--- config.mk ---
export PLATFORM = sky130hd
export DESIGN_NAME = pwr_regbank
export DESIGN_NICKNAME = d
export VERILOG_FILES = /design/src/rtl/pwr_regbank_pkg.sv /design/src/rtl/pwr_regbank_decode.sv /design/src/rtl/pwr_regbank_word.sv /design/src/rtl/pwr_regbank_rdport.sv /design/src/rtl/pwr_regbank_req.sv /design/src/rtl/pwr_regbank.sv
export SDC_FILE = /design/constraint.sdc
export NUM_CORES = 2
export LEC_CHECK = 0
export ABC_AREA = 1
export BUFFER_PORTS_ARGS = -buffer_cell sky130_fd_sc_hd__buf_2
export CORE_MARGIN = 2
export CORE_UTILIZATION = 60
export CTS_BUF_LIST = sky130_fd_sc_hd__clkbuf_4 sky130_fd_sc_hd__clkbuf_8
export DETAILED_ROUTE_END_ITERATION = 16
export PLACE_DENSITY_LB_ADDON = 0.25
export SYNTH_ARGS = -nofsm -noshare
export SYNTH_HDL_FRONTEND = slang
export SYNTH_HIERARCHICAL = 1
export SYNTH_SLANG_ARGS = --single-unit
--- constraint.sdc ---
create_clock -name clk -period 10.4 [get_ports clk]
set_clock_uncertainty 0.15 [all_clocks]
set_input_delay 3.12 -clock clk [delete_from_list [all_inputs] [get_ports clk]]
set_output_delay 3.12 -clock clk [all_outputs]
set_load 0.02 [all_outputs]
--- src/rtl/pwr_regbank_pkg.sv ---
// Shared constants and map functions for the power management register bank.
// Assumes a word-aligned map; slot order: power-down, software reset,
// information words, domain options, core config/status pairs, hold control.
package pwr_regbank_pkg;

    localparam logic [31:0] PD_OFF      = 32'h0000_0200;
    localparam logic [31:0] SW_OFF      = 32'h0000_0400;
    localparam logic [31:0] INFO_BASE   = 32'h0000_0800;
    localparam logic [31:0] OPT_BASE    = 32'h0000_1000;
    localparam logic [31:0] CORE_BASE   = 32'h0000_2000;
    localparam logic [31:0] CORE_STRIDE = 32'h0000_0080;
    localparam logic [31:0] HOLD_OFF    = 32'h0000_330C;

    localparam int PD_KEEP_BIT = 16;
    localparam int SW_TRIG_BIT = 0;

    localparam logic [31:0] PD_RST   = 32'h0001_0000;
    localparam logic [31:0] OPT_RST  = 32'hFFFF_FFFF;
    localparam logic [31:0] CFG_RST  = 32'h0000_0003;
    localparam logic [31:0] STS_RST  = 32'h0003_0003;
    localparam logic [31:0] HOLD_RST = 32'h0000_5200;

    // Byte offset of slot i for the given group sizes.
    function automatic logic [31:0] slot_offset(int i, int ni, int no, int nc);
        int b_opt, b_core, j;
        b_opt  = 2 + ni;
        b_core = b_opt + no;
        if (i == 0)                 return PD_OFF;
        else if (i == 1)            return SW_OFF;
        else if (i < b_opt)         return INFO_BASE + 32'(4 * (i - 2));
        else if (i < b_core)        return OPT_BASE + 32'(4 * (i - b_opt));
        else if (i < b_core + 2*nc) begin
            j = i - b_core;
            return CORE_BASE + CORE_STRIDE * 32'(j / 2) + 32'(4 * (j % 2));
        end
        else                        return HOLD_OFF;
    endfunction

    // Reset value of slot i for the given group sizes.
    function automatic logic [31:0] slot_reset(int i, int ni, int no, int nc);
        int b_opt, b_core;
        b_opt  = 2 + ni;
        b_core = b_opt + no;
        if (i == 0)                 return PD_RST;
        else if (i < b_opt)         return 32'h0;
        else if (i < b_core)        return OPT_RST;
        else if (i < b_core + 2*nc) return ((i - b_core) % 2 == 0) ? CFG_RST : STS_RST;
        else                        return HOLD_RST;
    endfunction

endpackage

--- src/rtl/pwr_regbank_decode.sv ---
// Address decoder: maps a byte offset to a slot index.
// Assumes every populated offset is word aligned, so an unaligned address
// never matches. Also flags the two request-bearing offsets.
module pwr_regbank_decode
    import pwr_regbank_pkg::*;
#(
    parameter int ADDR_W = 14,
    parameter int N_INFO = 8,
    parameter int N_OPT  = 16,
    parameter int N_CORE = 2,
    parameter int NREG   = 2 + N_INFO + N_OPT + 2*N_CORE + 1,
    parameter int IDX_W  = $clog2(NREG)
) (
    input  logic [ADDR_W-1:0] addr,
    output logic              hit,
    output logic [IDX_W-1:0]  idx,
    output logic              sel_pd,
    output logic              sel_sw
);

    logic [31:0] addr_ext;
    assign addr_ext = 32'(addr);

    // Compare the address against every slot offset.
    always_comb begin
        hit = 1'b0;
        idx = '0;
        for (int i = 0; i < NREG; i++) begin
            if (addr_ext == slot_offset(i, N_INFO, N_OPT, N_CORE)) begin
                hit = 1'b1;
                idx = IDX_W'(i);
            end
        end
    end

    // Flag the two offsets that carry side effects.
    always_comb begin
        sel_pd = (addr_ext == PD_OFF);
        sel_sw = (addr_ext == SW_OFF);
    end

endmodule

--- src/rtl/pwr_regbank_word.sv ---
// One storage word with its own reset value.
// Assumes a synchronous active-low reset; a write loads all bits.
module pwr_regbank_word #(
    parameter int              DATA_W  = 32,
    parameter logic [DATA_W-1:0] RST_VAL = '0
) (
    input  logic              clk,
    input  logic              rst_n,
    input  logic              we,
    input  logic [DATA_W-1:0] d,
    output logic [DATA_W-1:0] q
);

    // Hold the word; load the reset value or the write data.
    always_ff @(posedge clk) begin
        if (!rst_n)  q <= RST_VAL;
        else if (we) q <= d;
    end

endmodule

--- src/rtl/pwr_regbank_rdport.sv ---
// Registered read port: selects the addressed word, or zero on a miss.
// Assumes the word array is sampled before any same-cycle write lands,
// so a read that collides with a write returns the old value.
module pwr_regbank_rdport #(
    parameter int DATA_W = 32,
    parameter int NREG   = 31,
    parameter int IDX_W  = $clog2(NREG)
) (
    input  logic                        clk,
    input  logic                        rst_n,
    input  logic                        rd_en,
    input  logic                        hit,
    input  logic [IDX_W-1:0]            idx,
    input  logic [NREG-1:0][DATA_W-1:0] words,
    output logic [DATA_W-1:0]           rdata
);

    logic [DATA_W-1:0] sel_word;

    // Pick the addressed word, or zero for an unmatched offset.
    always_comb begin
        sel_word = '0;
        for (int i = 0; i < NREG; i++) begin
            if (hit && idx == IDX_W'(i)) sel_word = words[i];
        end
    end

    // Capture on a read strobe; otherwise hold the last value.
    always_ff @(posedge clk) begin
        if (!rst_n)     rdata <= '0;
        else if (rd_en) rdata <= sel_word;
    end

endmodule

--- src/rtl/pwr_regbank_req.sv ---
// Request pulse generator for shutdown and software reset.
// Assumes wr_en qualifies the write. The pulses are registered, so each one
// lasts a single cycle per qualifying write.
module pwr_regbank_req (
    input  logic clk,
    input  logic rst_n,
    input  logic wr_en,
    input  logic sel_pd,
    input  logic sel_sw,
    input  logic keep_bit,
    input  logic trig_bit,
    output logic shutdown_req,
    output logic reset_req
);

    logic sd_next, rs_next;

    // Power-down with the keep bit clear shuts down; with it set, the write
    // falls through to the software-reset test.
    always_comb begin
        sd_next = wr_en && sel_pd && !keep_bit;
        rs_next = wr_en && trig_bit && (sel_sw || (sel_pd && keep_bit));
    end

    // Register the requests as one-cycle pulses.
    always_ff @(posedge clk) begin
        if (!rst_n) begin
            shutdown_req <= 1'b0;
            reset_req    <= 1'b0;
        end else begin
            shutdown_req <= sd_next;
            reset_req    <= rs_next;
        end
    end

endmodule

--- src/rtl/pwr_regbank.sv ---
// Top of the power management register bank.
// Assumes full-word accesses on a simple bus. Combines the decoder, one
// storage word per slot, the registered read port and the request pulses.
module pwr_regbank
    import pwr_regbank_pkg::*;
#(
    parameter int ADDR_W = 14,
    parameter int DATA_W = 32,
    parameter int N_INFO = 8,
    parameter int N_OPT  = 16,
    parameter int N_CORE = 2
) (
    input  logic              clk,
    input  logic              rst_n,
    input  logic              rd_en,
    input  logic              wr_en,
    input  logic [ADDR_W-1:0] addr,
    input  logic [DATA_W-1:0] wdata,
    output logic [DATA_W-1:0] rdata,
    output logic              shutdown_req,
    output logic              reset_req
);

    localparam int NREG  = 2 + N_INFO + N_OPT + 2*N_CORE + 1;
    localparam int IDX_W = $clog2(NREG);

    logic                        hit, sel_pd, sel_sw;
    logic [IDX_W-1:0]            idx;
    logic [NREG-1:0][DATA_W-1:0] words;

    pwr_regbank_decode #(
        .ADDR_W(ADDR_W), .N_INFO(N_INFO), .N_OPT(N_OPT),
        .N_CORE(N_CORE), .NREG(NREG), .IDX_W(IDX_W)
    ) u_decode (
        .addr(addr), .hit(hit), .idx(idx), .sel_pd(sel_pd), .sel_sw(sel_sw)
    );

    for (genvar g = 0; g < NREG; g++) begin : g_word
        pwr_regbank_word #(
            .DATA_W (DATA_W),
            .RST_VAL(DATA_W'(slot_reset(g, N_INFO, N_OPT, N_CORE)))
        ) u_word (
            .clk(clk),
            .rst_n(rst_n),
            .we(wr_en && hit && idx == IDX_W'(g)),
            .d(wdata),
            .q(words[g])
        );
    end

    pwr_regbank_rdport #(
        .DATA_W(DATA_W), .NREG(NREG), .IDX_W(IDX_W)
    ) u_rdport (
        .clk(clk), .rst_n(rst_n), .rd_en(rd_en), .hit(hit), .idx(idx),
        .words(words), .rdata(rdata)
    );

    pwr_regbank_req u_req (
        .clk(clk), .rst_n(rst_n), .wr_en(wr_en),
        .sel_pd(sel_pd), .sel_sw(sel_sw),
        .keep_bit(wdata[PD_KEEP_BIT]), .trig_bit(wdata[SW_TRIG_BIT]),
        .shutdown_req(shutdown_req), .reset_req(reset_req)
    );

endmodule

==> key figures <==
Run status
  – Result of the run: completed

Detailed routing
  – Number of iterations in the first detailed-routing pass: 9
  – Routed via count divided by cell count: 5.343
  – Drc violations: 0
  – Number of nets with antenna violations after routing: 0
  – Routed wire per std cell: 17.33 um
  – Via count: 46440
  – Post-Route WL: 150.7 mm
  – Number of DRC violations after detailed-routing iteration 0: 5565

Floorplan
  – Die Ht: 292.5 um
  – Area of the placeable core: 0.08224 mm^2
  – Total die area: 0.08557 mm^2
  – Starting utilization of the core area: 60.73%
  – Number of rows in the core area: 105
  – Floorplan die width: 292.5 um
  – # IOs: 84

Global routing
  – First-pass GRT wire length: 234.5 mm
  – Overall track demand over capacity in global routing: 34.53%
  – Via count of the first global-routing pass: 42440
  – Total grt overflow: 0
  – Maximum number of pins on one net before global-route repair: 190
  – Antenna violations before repair: 5

Yosys
  – Synthesized-area fraction occupied by xor and xnor cells: 0%
  – Share of the synthesized area in compound gates (AO/OA/AOI/OAI): 1.140%
  – Largest family of logic cells by synthesized area: simple AND/OR/NAND/NOR gates
  – Mean area per synthesized cell: 6.589 um^2
  – Count of flip-flops with a built-in enable after synthesis: 0
  – Number of warnings reported in the yosys synthesis log: 6
  – Syn Inst Count: 7580
  – Register area share after synthesis: 41.12%
  – Portion of netlist area occupied by mux cells: 0%
  – Unique cell type count in the Yosys netlist: 41
  – Post-Syn Nets: 7630
  – Most instantiated flip-flop cell in the synthesis netlist: dfxtp_1
  – Adder and majority cell fraction of the synthesized area: 0%
  – Share of synthesized flip-flops with an asynchronous set or reset: 0%
  – Post-Synth Simple-Gate Area: 44.77%
  – Area of the mapped netlist: 0.04995 mm^2
  – Number of flip-flops and latches in the synthesized netlist: 1026

Final layout
  – Final layout net count: 7543
  – Final design area excluding fillers: 0.05289 mm^2
  – Area growth from synthesis to layout: 5.894%
  – Number of filler instances in the final layout: 7459
  – Layout cells sized above 1: 12.40%

Place
  – Post-Place Cell Area: 0.04923 mm^2
  – Quantity of I/O buffers inserted on ports: 83
  – Global placement routability congestion: 0.8749
  – Final HPWL from detailed placement: 88.99 mm

STA
  – Hold violation total from the final report: 0
  – Final setup vio count: 0
  – Unrepaired setup endpoints after global routing: false
  – Tcrit/Tclk final: 75.86%
  – Maximum clock rate: 126.7 MHz
  – Setup Total Neg Slack: 0 ns
  – Number of pins with negative max-slew slack in the final report: 0
  – Final critical-path required period: 7.890 ns
  – Slew @ Worst Pin: 1.152 ns
  – Max-slew headroom: 23.09%

Clock network
  – Worst-Skew Late Latency: 0.85 ns
  – TritonCTS clock tree: done
  – CTS root buffer: clkbuf_8
  – Count of clock tree sinks: 1026
  – CTS clock-pin slew for the worst setup and hold paths: 0.06 ns
  – Number of buffers added for setup after CTS: 0
  – Maximum clock insertion buffer count: 3
  – H-tree lvl count: 4
  – Num CTS Buffers: 168
  – Count of hold-fix buffers inserted at cts: 0
  – # resized after CTS: 0

Critical path
  – Req. time, crit path: 10.95 ns
  – Critical path arrival: 8.44 ns
  – Worst setup endpoint: u_rdport/rdata[9]
  – Startpoint of the most critical setup path: addr[11]
  – WS Path Type: input port to register
  – Most frequent CP cell: nand2_1
  – Worst reg-to-reg path cell count: 20
  – Worst setup slack for register-to-register paths: 6.95 ns
  – Maximum fanout count along the critical path: 31
  – Reg2Reg Launch Point: g_word[1].u_word/q[9]
  – Critical path startpoint category: input port
  – Worst path slowest cell: nor3_4
  – Capturing element type of the critical path: register
  – R2r endpoint: u_rdport/rdata[9]
  – Largest stage delay, worst path: 0.44 ns

Worst hold path
  – Class of the tightest hold or removal check: register to register
  – Worst Hold Launch: g_word[11].u_word/q[19]

Power
  – Peak VDD IR: 0.1212 mV
  – Static power due to leakage: 0.02565 uW
  – Power per cell area: 151.5 mW/mm^2

Flow run
  – # Max-Cap Violations: 0
## critical path, delay by kind of cell
kind            cells  cell delay [ns]
simple gates       28             4.47
buf+inv             4             0.60
compound gates      2             0.24
## flip-flops by register name (all words and copies together), names as in the netlist
name / count
u_req/shutdown_req: 1
u_rdport/rdata: 32
g_word.u_word/q: 992
u_req/reset_req: 1
## logic make-up (layout without fill, tap and decap cells)
logic type             after synthesis  after routing
other                                0              2
buffers and inverters             1239           1279
and+or+nand+nor                   5207           5207
DFF                               1026           1026
AOI/OAI and AO/OA                  108            108
## per-stage QoR
stage	cells	worst slack (ns)	total power, uW	hold slack (ns)	util (%)
2_1_floorplan	7580	4.112	4166	0.2711	-
3_3_place_gp	8393	1.927	4298	0.2795	59.86
3_5_place_dp	8393	1.937	4301	0.2853	59.86
4_1_cts	8690	2.810	8030	0.3013	64.31
5_1_grt	8691	2.153	8247	0.3148	64.31
6_report	8692	2.510	8015	0.3009	64.31
## layer usage
metal | global-route usage [%] | vias to the layer above | wire (um)
met5 | 0 | - | 22
li1 | - | 22660 | -
met4 | 13.55 | 4 | 5511
met2 | 53.24 | 2156 | 64640
met1 | 47.18 | 21280 | 64580
met3 | 7.466 | 346 | 15910
## worst min path at each step
stage                                         end  slack (ns)  depth (start not counted)
after detailed placement  g_word[14].u_word/q[18]        0.29                          2
after floorplan           g_word[11].u_word/q[15]        0.27                          2
after global placement    g_word[11].u_word/q[15]        0.28                          2
final                     g_word[11].u_word/q[19]        0.30                          2
after global routing      g_word[14].u_word/q[31]        0.31                          2
after CTS                 g_word[22].u_word/q[30]        0.30                          2
## cell usage in the layout, fill, tap and decap left out, drive strengths merged
cell,synthesis,routed
clkbuf,83,280
bufinv,0,1
a21oi,71,71
nor4,3,3
dfxtp,1026,1026
or2,68,68
a311oi,2,2
inv,821,825
nand4,201,201
clkinvlp,0,5
diode,0,2
nand2,2985,2985
buf,330,156
and3,1,1
and2,2,2
o21ai,32,32
nand3,594,594
nor2,1342,1342
nor3,11,11
o31ai,1,1
a221oi,1,1
a31oi,1,1
clkinv,5,12
## Yosys cell counts (2+ instances only)
cell | number | share of area (%)
or2_2 | 52 | 0.65
nor2_2 | 15 | 0.19
inv_2 | 16 | 0.12
nor3_4 | 2 | 0.065
and2_1 | 2 | 0.025
buf_8 | 16 | 0.48
nor4_1 | 2 | 0.025
dfxtp_1 | 1026 | 41
nand2_2 | 162 | 2.0
nor2_1 | 1322 | 9.9
inv_1 | 789 | 5.9
nand2_1 | 2820 | 21
clkinv_1 | 3 | 0.023
a21oi_1 | 69 | 0.69
clkinv_2 | 2 | 0.020
nor3_2 | 3 | 0.060
buf_4 | 70 | 1.1
or2_0 | 15 | 0.19
nand3_2 | 162 | 3.2
nor3_1 | 6 | 0.060
a21oi_2 | 2 | 0.035
nand4_1 | 200 | 2.5
clkbuf_1 | 83 | 0.62
nand2_4 | 3 | 0.068
nor2_4 | 4 | 0.090
o21ai_0 | 32 | 0.32
buf_2 | 84 | 0.84
inv_6 | 16 | 0.28
nand3_1 | 432 | 4.3
buf_6 | 159 | 3.6
## power breakdown
group | internal (uW) | total, uW | switching (uW)
logic | 58.8 | 292 | 233
registers | 3930 | 3930 | 0.127
clock network | 2130 | 3790 | 1660
## layout make-up
type                    instances  area (um^2)  area share [%]
multi-input cells            5315        23130           43.74
flip-flops and latches       1026        20540           38.83
clock buffers                 280         3485           6.588
inverters                     826         3183           6.018
well taps                    1070         1339           2.531
repair buffers                156         1036           1.959
clock inverters                17        171.4          0.3241
diodes                          2        5.005        0.009463
Power figures use the tool's default switching activity.
